**src/rtl/ret_pkg.sv**
```systemverilog
package ret_pkg;
  typedef enum logic [1:0] {OP_NONE, OP_LIT, OP_IRET} op_kind_e;
  typedef enum logic [1:0] {ST_IDLE, ST_EXEC, ST_FLUSH} seq_state_e;

  // Opcode classification: interrupt return 0x0010/0x0011, literal return 0x0Cxx
  function automatic op_kind_e classify(input logic [15:0] word);
    if (word[15:1] == 15'h0008) return OP_IRET;
    if (word[15:8] == 8'h0C)    return OP_LIT;
    return OP_NONE;
  endfunction

  // Returns {lo, hi} enable strobes for an interrupt return
  function automatic logic [1:0] ie_pick(input logic prio, input logic high);
    if (!prio) return 2'b01;
    return high ? 2'b01 : 2'b10;
  endfunction
endpackage

```
**src/rtl/ret_qphase.sv**
```systemverilog
module ret_qphase (
  input  logic       clk,
  input  logic       rst_n,
  output logic [1:0] q
);
  always_ff @(posedge clk or negedge rst_n) begin
    if (!rst_n) q <= 2'd0;
    else        q <= q + 2'd1;
  end

  AST_PHASE_WRAP: assert property (@(posedge clk) disable iff (!rst_n)
    (q == 2'd3) |=> (q == 2'd0));
endmodule

```
**src/rtl/ret_pop.sv**
```systemverilog
module ret_pop #(
  parameter int PC_W = 21
) (
  input  logic            clk,
  input  logic            rst_n,
  input  logic            req,
  input  logic            empty,
  input  logic [PC_W-1:0] top,
  output logic            pop,
  output logic            load,
  output logic [PC_W-1:0] value,
  output logic            uflow
);
  assign load  = req;
  assign pop   = req && !empty;
  assign uflow = req && empty;
  assign value = pop ? top : '0;

  AST_POP_SINGLE: assert property (@(posedge clk) disable iff (!rst_n)
    pop |=> !pop);
  AST_UFLOW_ZERO: assert property (@(posedge clk) disable iff (!rst_n)
    uflow |-> (value == '0) && load);
endmodule

```
**src/rtl/ret_ie_sel.sv**
```systemverilog
module ret_ie_sel (
  input  logic clk,
  input  logic rst_n,
  input  logic arm,
  input  logic prio_en,
  input  logic serv_high,
  output logic hi_set,
  output logic lo_set
);
  import ret_pkg::*;
  logic [1:0] pick;
  assign pick   = ie_pick(prio_en, serv_high);
  assign hi_set = arm && pick[0];
  assign lo_set = arm && pick[1];

  AST_IE_ONE: assert property (@(posedge clk) disable iff (!rst_n)
    $onehot0({hi_set, lo_set}));
  AST_IE_LO_PRIO: assert property (@(posedge clk) disable iff (!rst_n)
    lo_set |-> prio_en && !serv_high);
endmodule

```
**src/rtl/ret_seq.sv**
```systemverilog
module ret_seq #(
  parameter int PC_W     = 21,
  parameter int STATUS_W = 5,
  parameter int BSR_W    = 4
) (
  input  logic                clk,
  input  logic                rst_n,
  input  logic                instr_valid,
  input  logic [15:0]         instr,
  input  logic [PC_W-1:0]     stack_top,
  input  logic                stack_empty,
  input  logic [7:0]          shadow_w,
  input  logic [STATUS_W-1:0] shadow_status,
  input  logic [BSR_W-1:0]    shadow_bsr,
  input  logic                prio_en,
  input  logic                serv_high,
  output logic [1:0]          q_phase,
  output logic                busy,
  output logic                flush,
  output logic                stack_pop,
  output logic                pc_load,
  output logic [PC_W-1:0]     pc_value,
  output logic                underflow,
  output logic                w_we,
  output logic [7:0]          w_data,
  output logic                status_we,
  output logic [STATUS_W-1:0] status_data,
  output logic                bsr_we,
  output logic [BSR_W-1:0]    bsr_data,
  output logic                ie_hi_set,
  output logic                ie_lo_set
);
  import ret_pkg::*;

  localparam logic [1:0] Q3 = 2'd2;
  localparam logic [1:0] Q4 = 2'd3;

  seq_state_e state;
  op_kind_e   kind;
  logic       fast_sel;
  logic [7:0] literal;

  ret_qphase u_phase (.clk(clk), .rst_n(rst_n), .q(q_phase));

  // Named internal events
  logic cycle_end, take_word, in_exec, lit_wr, fast_wr, pop_evt, ie_arm;
  op_kind_e in_kind;

  assign cycle_end = (q_phase == Q4);
  assign in_kind   = classify(instr);
  assign take_word = cycle_end && instr_valid && (state != ST_EXEC);
  assign in_exec   = (state == ST_EXEC);
  assign lit_wr    = in_exec && (kind == OP_LIT)  && (q_phase == Q3);
  assign fast_wr   = in_exec && (kind == OP_IRET) && fast_sel && (q_phase == Q4);
  assign pop_evt   = in_exec && (q_phase == Q4);
  assign ie_arm    = in_exec && (kind == OP_IRET) && (q_phase == Q4);

  always_ff @(posedge clk or negedge rst_n) begin
    if (!rst_n) begin
      state    <= ST_IDLE;
      kind     <= OP_NONE;
      fast_sel <= 1'b0;
      literal  <= 8'h00;
    end else if (cycle_end) begin
      if (in_exec) begin
        state <= ST_FLUSH;
      end else if (take_word && in_kind != OP_NONE) begin
        state    <= ST_EXEC;
        kind     <= in_kind;
        fast_sel <= instr[0];
        literal  <= instr[7:0];
      end else begin
        state <= ST_IDLE;
        kind  <= OP_NONE;
      end
    end
  end

  assign busy  = (state != ST_IDLE);
  assign flush = (state == ST_FLUSH);

  assign w_we        = lit_wr || fast_wr;
  assign w_data      = lit_wr ? literal : (fast_wr ? shadow_w : 8'h00);
  assign status_we   = fast_wr;
  assign status_data = fast_wr ? shadow_status : '0;
  assign bsr_we      = fast_wr;
  assign bsr_data    = fast_wr ? shadow_bsr : '0;

  ret_pop #(.PC_W(PC_W)) u_pop (
    .clk(clk), .rst_n(rst_n), .req(pop_evt), .empty(stack_empty),
    .top(stack_top), .pop(stack_pop), .load(pc_load),
    .value(pc_value), .uflow(underflow)
  );

  ret_ie_sel u_ie (
    .clk(clk), .rst_n(rst_n), .arm(ie_arm), .prio_en(prio_en),
    .serv_high(serv_high), .hi_set(ie_hi_set), .lo_set(ie_lo_set)
  );

  AST_POP_AT_Q4: assert property (@(posedge clk) disable iff (!rst_n)
    pc_load |-> (q_phase == Q4));
  AST_FLUSH_FOLLOWS: assert property (@(posedge clk) disable iff (!rst_n)
    pc_load |=> flush);
  AST_W_WINDOW: assert property (@(posedge clk) disable iff (!rst_n)
    w_we |-> busy && !flush && (q_phase == Q3 || q_phase == Q4));
  AST_SHADOW_TOGETHER: assert property (@(posedge clk) disable iff (!rst_n)
    status_we |-> bsr_we && w_we && pc_load);
  AST_IDLE_QUIET: assert property (@(posedge clk) disable iff (!rst_n)
    !busy |-> !w_we && !pc_load && !ie_hi_set && !ie_lo_set);
endmodule

```
**config.mk**
```make
export PLATFORM = sky130hd
export DESIGN_NAME = ret_seq
export DESIGN_NICKNAME = d
export VERILOG_FILES = /design/src/rtl/ret_pkg.sv /design/src/rtl/ret_qphase.sv /design/src/rtl/ret_pop.sv /design/src/rtl/ret_ie_sel.sv /design/src/rtl/ret_seq.sv
export SDC_FILE = /design/constraint.sdc
export NUM_CORES = 1
export LEC_CHECK = 0
export CORE_UTILIZATION = 24
export CTS_CLUSTER_DIAMETER = 60
export CTS_CLUSTER_SIZE = 16
export DETAILED_ROUTE_END_ITERATION = 7
export PLACE_DENSITY = 0.86
export RECOVER_POWER = 25
export SYNTH_ARGS = -nofsm -noshare
export SYNTH_HDL_FRONTEND = slang
export SYNTH_SLANG_ARGS = --single-unit
```
**constraint.sdc**
```tcl
create_clock -name clk -period 1.7 [get_ports clk]
set_input_delay 0.255 -clock clk [delete_from_list [all_inputs] [get_ports clk]]
set_output_delay 0.255 -clock clk [all_outputs]
set_load 0.01 [all_outputs]
```
Word level (Yosys, flattened, before mapping):

Cells that the tools add are included.

* flip-flop bits (word level): 15
* input bits: 60
* output and inout bits: 50
* word-level logic and storage cells: 53

* add/subtract/negate cells: 1
* equality and inequality tests: 9
* multiplexer cells: 17
* bitwise gates (word level): 1
* reduce and logical (&&, ||, !) cells: 20

Operators with widths (count)
* 21-bit two-way mux: 1
* 2-bit two-way mux: 8
* 8-bit two-way mux: 2
* 15-bit by 4-bit equality test with 1-bit output (second input constant): 1
* 1-bit logical AND: 14
* 2-bit equality test (second input constant): 4
* 8-bit by 4-bit equality test with 1-bit output (second input constant): 1
* 5-bit two-way mux: 1
* 2-bit by 1-bit equality test with 1-bit output (second input constant): 2
* 1-bit two-way mux: 4
* 4-bit two-way mux: 1
* 2-bit nonzero test: 2
* 3-bit AND reduction: 1
* 2-bit by 1-bit adder with 2-bit output (second input constant): 1
* 2-bit by 1-bit inequality test with 1-bit output (second input constant): 1
* 2-bit AND reduction: 1
* 1-bit logical NOT: 1
* 1-bit logical OR: 1
* 1-bit NOT: 1

Logic depth before layout (Yosys ltp):

* depth in word-level cells: 9
* gate-level depth with buffers: 6
* depth with buffers taken out: 6

Cells and area by module:

Synthesis repeated with hierarchy kept, for this count alone.

* cell total of the unflattened synthesis: 104
* area total of the unflattened synthesis: 1052.3 µm²

By module, submodules not included
* ret_seq: times used 1, cells each 69, area each 743.2 µm², sequential area each 300.3 µm²
* ret_pop: times used 1, cells each 28, area each 229.0 µm², sequential area each 0.0 µm²
* ret_qphase: times used 1, cells each 4, area each 62.6 µm², sequential area each 50.0 µm²
* ret_ie_sel: times used 1, cells each 3, area each 17.5 µm², sequential area each 0.0 µm²

Least setup slack after synthesis:

No wires, ideal clock.

* kind: reg-to-output
* from: register u_phase.q[1]
* to: output port ie_hi_set
* arrival: 1.615 ns
* required time: 1.445 ns
* setup slack: -0.170 ns
* cell stages (with the launch flop): 6
* buffers on the path: 1
* path through: dfrtp_1 ha_1 nand3b_1 nor3b_1 clkbuf_1 a21boi_0

* longest elaborated chain between the ends: 3

RTL lines
* from (decl): line ret_qphase.sv:4 `output logic [1:0] q`
* from (signal assigned): line ret_qphase.sv:8 `else q <= q + 2'd1;`
* 2-bit equality test: line ret_seq.sv:56 `assign ie_arm = in_exec && (kind == OP_IRET) && (q_phase == Q4);`
* 1-bit logical AND: line ret_seq.sv:56
* 1-bit logical AND: line ret_ie_sel.sv:13 `assign hi_set = arm && pick[0];`
* to (decl): line ret_seq.sv:30 `output logic ie_hi_set,`

No other way between the ends.

Final worst setup path:

* from: register u_phase.q[0]
* to: output port ie_lo_set

* longest elaborated chain between the ends: 3

RTL lines
* 2-bit equality test: line ret_seq.sv:56
* 1-bit logical AND: line ret_seq.sv:56
* 1-bit logical AND: line ret_ie_sel.sv:14 `assign lo_set = arm && pick[1];`
* to (decl): line ret_seq.sv:31 `output logic ie_lo_set`

No other way between the ends.

==> flow_summary.json <==
{
  "period_share_pct": 119.3,
  "routed-via-count": 1331,
  "antenna_found_initial": 0,
  "min_path_type": "flip-flop to flip-flop",
  "hold_depth": 2,
  "drive_above_1_share_pct": 43.67,
  "synth_top_flop_cell": "dfrtp_1",
  "globalRoute.totalOverflow": 0,
  "syn_area_um2": 960.9,
  "relSlewSlack_pct": 48.52,
  "status": "complete, but fails checks",
  "route.detailed.drc": 0,
  "routabilityCongestion": 0.7536,
  "io_pins": 110,
  "worstSetupPathType": "flip-flop to output pin",
  "cts-htree-levels": 1,
  "clk_pin_slew_ns": 0.06,
  "port_buffers": 109,
  "worst_pin_slew_ns": 0.7723,
  "synth.avg_cell_area_um2": 9.065,
  "grt_pass1_wl_um": 6106,
  "routedWlPerCell_um": 14.49,
  "crit_path_start_kind": "flip-flop",
  "ant_nets": 0,
  "crit_slowest_cell": "dfrtp_1",
  "dp.final_hpwl_um": 3045,
  "grt_setup_unrepaired": "yes",
  "violations": "setup timing",
  "yosys_register_bits": 14,
  "post-route-min-period_ns": 2.029,
  "post_drt_via_cell_ratio": 4.543,
  "path_delay_family": "simple AND/OR/NAND/NOR gates",
  "syn_to_final_growth_pct": 155.9,
  "critPathArrivalTime_ns": 1.77,
  "path_cells": "ha_2, nand3b_1, nor3b_2, buf_4, buf_6, buf_6, and3_4, buf_6",
  "cp.depth": 8,
  "tns_ns": -10.94,
  "holdWs_ns": 0.5123,
  "cp_num_buf_inv": 4,
  "ys_async_sr_fraction_pct": 100.0,
  "cts_root_buffer": "clkbuf_8",
  "slew_violations": 0,
  "nets": 309,
  "synth_nets": 168,
  "finalSetupViolCount": 45,
  "clock.fmax_mhz": 492.9,
  "diodes": 0,
  "hold_viol": 0,
  "required_ns": 1.44,
  "grt_usage_pct": 18.44,
  "die_area_um2": 4261,
  "slowest_delay_ns": 0.35,
  "cts_buffers": 3,
  "rows": 22,
  "die_w_um": 65.28,
  "core_area_um2": 3744,
  "cp_max_fo": 3,
  "worst_path_most_repeated_cell": "buf_6",
  "grt_pass1_vias": 1305,
  "post-route-util_pct": 65.68,
  "wl_um": 4246,
  "synth-seq-area-share_pct": 36.46,
  "synthCells": 106,
  "maxCapViolations": 0,
  "p_leak_nw": 1.171,
  "end_kind": "output pin",
  "ys_types": 28,
  "pwr_density_cell_nw_per_um2": 311.8,
  "dpl_worst_slack_ns": -0.4453,
  "grt_start_max_net_pins": 15,
  "ys_warn_count": 0,
  "skew_ns": 0.003973,
  "synth-edff-count": 0,
  "start_util_pct": 25.67,
  "setup_slack_ns": -0.3287,
  "clk_latency_ns": 0.24,
  "cts_sinks": 14,
  "peakVddDrop_mv": 0.3751,
  "initialDrtViolationCount": 22,
  "cts_tree": "built",
  "r2r_cells": 6,
  "postCtsHoldBufs": 0,
  "cts.path.max_buffers": 2,
  "drt_first_pass_iters": 4,
  "die_h_um": 65.28
}
-- worst register-to-register path: cells and delay by family, from the launching register on --
| kind | cells | cell delay [ns] |
|---|---|---|
| compound gates | 1 | 0.26 |
| buf+inv | 2 | 0.28 |
| flops | 1 | 0.38 |
| mux | 1 | 0.31 |
| simple gates | 2 | 0.27 |
-- cell usage after synthesis (2+ instances only) --
| master | count | area [um^2] |
|---|---|---|
| a22o_2 | 6 | 60.06 |
| inv_1 | 7 | 26.28 |
| ha_1 | 2 | 25.02 |
| dfrtp_1 | 14 | 350.3 |
| nor3_1 | 2 | 10.01 |
| o21ai_0 | 3 | 15.01 |
| and2_1 | 23 | 143.9 |
| buf_4 | 2 | 15.01 |
| nand2_1 | 5 | 18.77 |
| a22o_1 | 7 | 61.31 |
| and3_1 | 10 | 62.56 |
| nand3b_1 | 2 | 15.01 |
| nor2_1 | 3 | 11.26 |
| clkbuf_1 | 4 | 15.01 |
| a21oi_1 | 2 | 10.01 |
| a21o_1 | 2 | 15.01 |
-- worst paths after layout --
path	from	end	slack, ns
max	u_phase.q[0]	ie_lo_set	-0.33
min	literal[4]	literal[4]	0.51
max reg2reg	state[0]	literal[0]	0.08
min reg2reg	literal[4]	literal[4]	0.51
max in group asynchronous	rst_n	literal[4]	0.62
min in group asynchronous	rst_n	kind[0]	0.59
-- final cells by class --
class	instances	area [um^2]
multi-input cells	78	624.3
well taps	48	60.06
repair buffers	143	1356
inverters	7	26.28
clock buffers	3	41.29
fillers	309	1285
flip-flops and latches	14	350.3
-- power by group --
part           leakage, nW  switching (mW)  total, mW  internal, mW
clock network       0.0216           0.108      0.264         0.156
logic                0.963          0.0379      0.165         0.127
registers            0.186         0.00133      0.337         0.336
total                 1.17           0.147      0.767         0.619
-- sequential cells by signal (all words and copies together) (netlist names) --
name and flops:
u_phase.q 2, state 2, kind 2, literal 8
-- per-stage QoR --
| step | instances | cell area (um^2) | total power, mW |
|---|---|---|---|
| 2_1_floorplan | 106 | 975.9 | 0.3515 |
| 3_3_place_gp | 278 | 2247 | 0.4998 |
| 3_5_place_dp | 278 | 2247 | 0.5032 |
| 4_1_cts | 291 | 2406 | 0.7690 |
| 5_1_grt | 293 | 2459 | 0.7951 |
| 6_report | 293 | 2459 | 0.7666 |
-- metal layers --
| metal | routed length, um | part of all wire, % | track usage, % | up-vias |
|---|---|---|---|---|
| met5 | 0 | 0 | 0 | - |
| met4 | 23 | 0.54 | 4.076 | 0 |
| met3 | 268 | 6.3 | 3.299 | 4 |
| met2 | 2323 | 55 | 34.66 | 58 |
| met1 | 1630 | 38 | 21.37 | 622 |
| li1 | - | - | - | 647 |
-- repair_timing --
action,in CTS,in global routing
setup buffers,8,3
resized for setup,186,13
hold endpoints to repair,0,0
pin swaps,13,4
setup endpoints to repair,49,56
gates cloned,3,0
-- logic make-up (layout without fill, tap and decap cells) --
| kind of cell | Yosys count | after routing | share of synthesized area [%] |
|---|---|---|---|
| simple gates | 54 | 54 | 34.77 |
| compound gates | 21 | 21 | 17.58 |
| flops | 14 | 14 | 36.46 |
| buf+inv | 14 | 153 | 7.031 |
| fa+ha+maj | 2 | 2 | 2.604 |
| mux | 1 | 1 | 1.562 |
-- cell usage in the layout (no fill, tap or decap), drive strengths merged, types with 3 or more instances in the layout --
master / count
nand2: 5
clkbuf: 4
nor2: 3
nor3: 3
clkdlybuf4s50: 61
a22o: 13
o21ai: 3
inv: 7
dfrtp: 14
buf: 57
and3: 10
and2: 23
clkdlybuf4s15: 20
No activity file was read; power rests on OpenSTA's default activity.
